==> src/rtl/recog_pkg.sv <==
package recog_pkg;

  localparam int SYM_W = 2;
  localparam int ST_W  = 3;

  typedef logic [SYM_W-1:0] sym_t;

  localparam sym_t SYM_A = 2'b00;
  localparam sym_t SYM_B = 2'b01;
  localparam sym_t SYM_C = 2'b10;
  localparam sym_t SYM_D = 2'b11;

  // Recognizer positions inside the language
  typedef enum logic [ST_W-1:0] {
    ST_START = 3'd0, // empty prefix
    ST_PRE_A = 3'd1, // optional leading a taken
    ST_PRE_B = 3'd2, // optional b taken
    ST_CRUN  = 3'd3, // inside the mandatory c run
    ST_ARUN  = 3'd4, // a run chosen after the c run
    ST_BRUN  = 3'd5, // b run chosen after the c run
    ST_TAIL  = 3'd6, // d seen, accepting, b/c loop
    ST_DEAD  = 3'd7  // absorbing reject
  } state_t;

endpackage

==> src/rtl/recog_next.sv <==
module recog_next
  import recog_pkg::*;
(
  input  state_t cur,
  input  logic   clear,
  input  logic   vld,
  input  sym_t   sym,
  output state_t nxt
);

  state_t step;

  always_comb begin
    step = ST_DEAD;
    unique case (cur)
      ST_START: begin
        unique case (sym)
          SYM_A:   step = ST_PRE_A;
          SYM_B:   step = ST_PRE_B;
          SYM_C:   step = ST_CRUN;
          default: step = ST_DEAD;
        endcase
      end
      ST_PRE_A: begin
        unique case (sym)
          SYM_B:   step = ST_PRE_B;
          SYM_C:   step = ST_CRUN;
          default: step = ST_DEAD;
        endcase
      end
      ST_PRE_B: step = (sym == SYM_C) ? ST_CRUN : ST_DEAD;
      ST_CRUN: begin
        unique case (sym)
          SYM_A:   step = ST_ARUN;
          SYM_B:   step = ST_BRUN;
          SYM_C:   step = ST_CRUN;
          default: step = ST_TAIL;
        endcase
      end
      ST_ARUN: begin
        unique case (sym)
          SYM_A:   step = ST_ARUN;
          SYM_D:   step = ST_TAIL;
          default: step = ST_DEAD;
        endcase
      end
      ST_BRUN: begin
        unique case (sym)
          SYM_B:   step = ST_BRUN;
          SYM_D:   step = ST_TAIL;
          default: step = ST_DEAD;
        endcase
      end
      ST_TAIL: step = (sym == SYM_B || sym == SYM_C) ? ST_TAIL : ST_DEAD;
      default: step = ST_DEAD;
    endcase
  end

  always_comb begin
    if (clear)    nxt = ST_START;
    else if (vld) nxt = step;
    else          nxt = cur;
  end

endmodule

==> src/rtl/recog_state_reg.sv <==
module recog_state_reg
  import recog_pkg::*;
(
  input  logic   clk,
  input  logic   rst,
  input  state_t nxt,
  output state_t cur,
  output logic   match_q,
  output logic   dead_q
);

  always_ff @(posedge clk) begin
    if (rst) begin
      cur     <= ST_START;
      match_q <= 1'b0;
      dead_q  <= 1'b0;
    end else begin
      cur     <= nxt;
      match_q <= (nxt == ST_TAIL);
      dead_q  <= (nxt == ST_DEAD);
    end
  end

endmodule

==> src/rtl/seq_lang_recognizer.sv <==
module seq_lang_recognizer
  import recog_pkg::*;
(
  input  logic             clk,
  input  logic             rst,
  input  logic             clear,
  input  logic             sym_valid,
  input  logic [SYM_W-1:0] sym,
  output logic             match,
  output logic             dead
);

  state_t cur_st;
  state_t nxt_st;

  recog_next u_next (
    .cur   (cur_st),
    .clear (clear),
    .vld   (sym_valid),
    .sym   (sym),
    .nxt   (nxt_st)
  );

  recog_state_reg u_reg (
    .clk     (clk),
    .rst     (rst),
    .nxt     (nxt_st),
    .cur     (cur_st),
    .match_q (match),
    .dead_q  (dead)
  );

endmodule

==> config.mk <==
export PLATFORM = sky130hd
export DESIGN_NAME = seq_lang_recognizer
export DESIGN_NICKNAME = d
export VERILOG_FILES = /design/src/rtl/recog_pkg.sv /design/src/rtl/recog_next.sv /design/src/rtl/recog_state_reg.sv /design/src/rtl/seq_lang_recognizer.sv
export SDC_FILE = /design/constraint.sdc
export NUM_CORES = 1
export LEC_CHECK = 0
export CAP_MARGIN = 20
export CORE_AREA = 2 2 39 41
export CTS_CLUSTER_DIAMETER = 150
export CTS_CLUSTER_SIZE = 25
export DETAILED_ROUTE_END_ITERATION = 10
export DIE_AREA = 0 0 41 43
export GPL_TIMING_DRIVEN = 0
export HOLD_SLACK_MARGIN = 0.15
export PLACE_DENSITY = 0.53
export SLEW_MARGIN = 0
export SYNTH_ARGS = -nofsm -noshare
export SYNTH_HDL_FRONTEND = slang
export SYNTH_SLANG_ARGS = --single-unit
==> constraint.sdc <==
create_clock -name clk -period 2.7 [get_ports clk]
set_clock_uncertainty 0.05 [all_clocks]
set_input_delay 0.675 -clock clk [delete_from_list [all_inputs] [get_ports clk]]
set_output_delay 0.675 -clock clk [all_outputs]
set_load 0.05 [all_outputs]
# Yosys cells after proc, flatten, opt, wreduce, memory -nomap -nowiden
# Cells that the tools add are included.
[word_totals]
reg_bits = 5
out_inout_bits = 2
wordCells = 27
[op_classes]
eq_ne = 11
n_mux = 10
n_reduce_logical = 3
[ops]
columns = ["operator", "n"]
rows = [
  ["$pmux 3 s7", 1],
  ["$pmux 3 s3", 2],
  ["$eq 3x3->1 const B", 5],
  ["$mux 3", 3],
  ["$pmux 2 s2", 2],
  ["$eq 3x2->1 const B", 2],
  ["$pmux 3 s2", 1],
  ["$eq 2x2->1 const B", 2],
  ["$eq 3x1->1 const B", 1],
  ["$logic_not 3->1", 1],
  ["$eq 2x1->1 const B", 1],
  ["$logic_not 2->1", 1],
  ["$logic_or 1x1->1", 1],
  ["$mux 1", 1],
]

# Depth between registers and ports, before layout
# Gate-level depths: netlist (run 1).
[logic_depth]
word_depth = 7
depth_mapped = 6
depth_no_buf = 6

# By module
# From an unflattened synthesis (run 1), not the netlist that was laid out.
[hier_totals]
hier_cells = 38
hier_area_um2 = 365.4
[by_module_without_submodules]
columns = ["module", "instances", "cells_per_inst", "area_per_inst_um2", "seq_area_each_um2"]
rows = [
  ["recog_next", 1, 28, 215.2, 0.0],
  ["recog_state_reg", 1, 10, 150.1, 100.1],
]

# Worst setup path before layout (run 1)
# No wires, ideal clock.
[synth_path]
path_type = "input to register"
start = "input port sym[0]"
end = "register u_reg.match_q"
setup_time_ns = 0.058
t_arrival_ns = 1.784
t_required_ns = 2.592
setup_slack_ns = 0.807
stages = 6
path_buffers = 0
path_cell_list = "inv_1 > ha_1 > nor2b_1 > a211o_1 > a31oi_1 > o21ba_1"
[synth_via]
elab_chain_len = 7
elab_cells_between_ends = 16
[synth_rtl]
columns = ["item", "line_no", "text"]
rows = [
  ["start, declared", "seq_lang_recognizer.sv:8", "input logic [SYM_W-1:0] sym,"],
  ["$eq 2x1->1 / $eq 2x2->1 (equally long branches)", "n/a", ""],
  ["$logic_or 1x1->1", "recog_next.sv:54", "ST_TAIL: step = (sym == SYM_B || sym == SYM_C) ? ST_TAIL : ST_DEAD;"],
  ["$mux 1", "recog_next.sv:54", ""],
  ["$pmux 3 s7 *", "recog_next.sv:15", "unique case (cur)"],
  ["$mux 3 *", "recog_next.sv:61", "else if (vld) nxt = step;"],
  ["$mux 3 *", "recog_next.sv:60", "if (clear) nxt = ST_START;"],
  ["$eq 3x3->1 *", "recog_state_reg.sv:19", "match_q <= (nxt == ST_TAIL);"],
  ["end signal, assigned", "recog_state_reg.sv:19", ""],
  ["end, declared", "recog_state_reg.sv:8", "output logic match_q,"],
]
# Every way passes the cells marked *; elsewhere a longest branch is shown, timed or not.
# A chain may end at the register's enable or synchronous reset.

# Worst setup path after layout (run 1)
# Ends and elaborated chain as after synthesis.

==> results.py, run 1 <==
metrics = {
    "grt": {
        "antenna_found_initial": 0,
        "gr-usage-met3": 0.0157,
        "busiest_layer": "met2",
        "grt_pass1_wl_mm": 1.10,
        "grt.total_usage": 0.0902,
        "grt.overflow.total": 0,
        "grtUsageMet1": 0.115,
        "grt_pass1_vias": 284,
        "grt_use_met2": 0.131,
        "grt_max_degree": 10,
    },
    "route": {
        "via_per_inst": 4.62,
        "first_pass_iters": 4,
        "drtIter0Drc": 6,
        "post-route-drc-count": 0,
        "vias": 305,
        "wl_um": 610,
        "ant_nets": 0,
        "drt-wirelength-per-cell_um": 9.24,
    },
    "sta": {
        "setup-violations-final": 0,
        "finalCritPeriodShare": 0.865,
        "slew_violations": 0,
        "max_freq_ghz": 0.428,
        "fin_tns_setup_ps": 0,
        "hold_violations": 0,
        "fin_ws_ps": 364,
        "fin_crit_ps": 2340,
        "rsz0062_at_grt": "false",
        "tightest_slew_ps": 487,
        "max-slew-margin-rel": 0.675,
    },
    "layout": {
        "num-nets-final": 62,
        "drive_gt1_frac": 0.160,
        "area_delta_synth_final_pct": 31.6,
        "diodes": 0,
    },
    "critical_path": {
        "worstSetupPathType": "primary input to flip-flop",
        "path_cells": "clkdlybuf4s50_1 > inv_1 > ha_1 > nor2b_1 > a211o_1 > a31oi_1 > o21ba_1",
        "worstPathMaxFanout": 4,
        "slowest_delay_ps": 530,
        "reg2reg_depth": 4,
        "r2r_slack_ps": 1280,
        "critical_path.startpoint_type": "primary input",
        "setup.worst_path.end_class": "flip-flop",
        "cp.required_ps": 2830,
        "crit_arrival_ps": 2470,
        "critPathSlowestCell": "clkdlybuf4s50_1",
    },
    "floorplanning": {
        "die-area_um2": 1760,
        "placementRows": 14,
        "io_pins": 8,
        "die_x_um": 41,
        "start_util": 0.266,
        "die_height_um": 43,
        "core_area_um2": 1380,
    },
    "power": {
        "leakage_nw": 0.212,
        "vdd_drop_max_mv": 0.0918,
        "p_per_area_nw_per_um2": 420,
    },
    "placed_design": {
        "portBuffers": 7,
        "pre_cts_ws_ps": 112,
        "dp_hpwl_um": 502,
        "place.gp.congestion": 0.702,
    },
    "cts": {
        "root_buffer": "clkbuf_4",
        "cts_hold_buf": 0,
        "cts-resized-gates": 0,
        "clockBufferDepth": 2,
        "post_cts_buffers": 0,
        "cts-buffers-inserted": 3,
        "cts_tree": "yes",
        "htreeDepth": 1,
        "cts.sinks": 5,
        "clk_pin_slew_ps": 40,
        "clkLatencyLatePin_ps": 240,
    },
    "yosys": {
        "synthFlopType": "dfxtp_1",
        "ys_warn_count": 0,
        "netlist_area_um2": 368,
        "netlist.area_leader.share": 0.272,
        "yosysSeqAreaShare": 0.272,
        "synthTopCellsByArea": "dfxtp_1 27%, ha_1 17%, nor2b_1 5.1%, nor3_1 4.1%, a311oi_2 4.1%",
        "postSynthCellCount": 39,
        "netlist_top_cells_count": "5 x dfxtp_1, 5 x ha_1, 4 x inv_1",
        "yosysTopAreaCell": "dfxtp_1",
        "synthDistinctLibCells": 23,
        "synthArstFlopShare": 0,
        "syn_nets": 50,
        "syn_avg_cell_area_um2": 9.43,
        "synth_edf_count": 0,
        "ys_ff_latch": 5,
    },
    "min_path": {
        "holdPathStages": 2,
        "hold_path_class": "flip-flop to flip-flop",
    },
    "job": {
        "maxCapViolCount": 0,
    },
    "status": {
        "status": "completed",
    },
}
## kinds of logic (layout without fill, tap and decap cells)
group | after synthesis | in the layout | share of synthesized area
flops | 5 | 5 | 0.272
simple gates | 15 | 15 | 0.248
compound gates | 9 | 9 | 0.238
buf+inv | 5 | 16 | 0.0714
fa+ha+maj | 5 | 5 | 0.170
## layout make-up
| type | instances | area [um^2] |
|---|---|---|
| Fill cell | 151 | 900 |
| Multi-Input combinational cell | 29 | 241 |
| Sequential cell | 5 | 100 |
| Timing Repair Buffer | 7 | 70.1 |
| Clock buffer | 4 | 26.3 |
| Tap cell | 16 | 20.0 |
| Inverter | 4 | 15.0 |
| Buffer | 1 | 11.3 |
## final timing paths
path	from	end
max	sym[0]	u_reg.match_q
min	u_reg.cur[2]	u_reg.cur[2]
max reg2reg	u_reg.cur[0]	u_reg.match_q
min reg2reg	u_reg.cur[2]	u_reg.cur[2]
## power breakdown
part           internal (mW)  total, mW  switching, mW
Combinational         0.0206     0.0385         0.0179
Sequential            0.0765     0.0794        0.00286
Clock                 0.0558     0.0852         0.0294
Total                  0.153      0.203         0.0502
## per-layer routing
layer,part of all wire,vias to the layer above
met1,0.48,136
met2,0.47,7
li1,-,162
met4,0,0
met3,0.054,0
met5,0,-
## state kept, by name, summed over array words and instances, names as in the netlist
signal,count
u_reg.dead_q,1
u_reg.match_q,1
u_reg.cur,3
## placed cells by master, fill, tap and decap left out
| cell type | netlist | layout |
|---|---|---|
| o21a_1 | 1 | 1 |
| ha_1 | 5 | 5 |
| nand2b_1 | 1 | 1 |
| and3_1 | 1 | 1 |
| o221ai_2 | 1 | 1 |
| o311a_1 | 1 | 1 |
| clkbuf_1 | 0 | 1 |
| a311oi_2 | 1 | 1 |
| clkbuf_4 | 0 | 3 |
| nor2b_1 | 3 | 3 |
| nand2_1 | 2 | 2 |
| o21bai_1 | 1 | 1 |
| nor2_1 | 1 | 1 |
| nor4bb_1 | 1 | 1 |
| and3b_2 | 1 | 1 |
| a31oi_1 | 1 | 1 |
| a211o_1 | 1 | 1 |
| o31ai_1 | 1 | 1 |
| nor3_1 | 3 | 3 |
| buf_6 | 1 | 1 |
| inv_1 | 4 | 4 |
| nand3_1 | 1 | 1 |
| clkdlybuf4s50_1 | 0 | 7 |
| o21ba_1 | 1 | 1 |
| and2b_2 | 1 | 1 |
| dfxtp_1 | 5 | 5 |
## critical path: cells and delay by family
kind | cells | cell delay, ps
buffers and inverters | 2 | 610
adders and majority gates | 1 | 320
and+or+nand+nor | 1 | 150
AOI/OAI and AO/OA | 3 | 720
## through the flow
step | area (um^2) | cells | hold WS (ps) | power [mW] | utilization
6_report | 484 | 66 | 529 | 0.203 | 0.350
3_5_place_dp | 458 | 62 | 524 | 0.119 | 0.331
5_1_grt | 484 | 66 | 567 | 0.218 | 0.350
2_1_floorplan | 368 | 39 | 476 | 0.104 | -
4_1_cts | 484 | 66 | 534 | 0.208 | 0.350
3_3_place_gp | 458 | 62 | 512 | 0.119 | 0.331
Note: power is estimated with default switching activity, not from simulation.
==> run 2, diff against run 1 <==
--- a/config.mk
+++ b/config.mk
@@ -14,6 +14,7 @@
 export GPL_TIMING_DRIVEN = 0
 export HOLD_SLACK_MARGIN = 0.15
 export PLACE_DENSITY = 0.53
+export SKIP_LAST_GASP = 1
 export SLEW_MARGIN = 0
 export SYNTH_ARGS = -nofsm -noshare
 export SYNTH_HDL_FRONTEND = slang
==> results of run 2 <==
No change in the layout: final DEF, timing and power equal those of run 1.
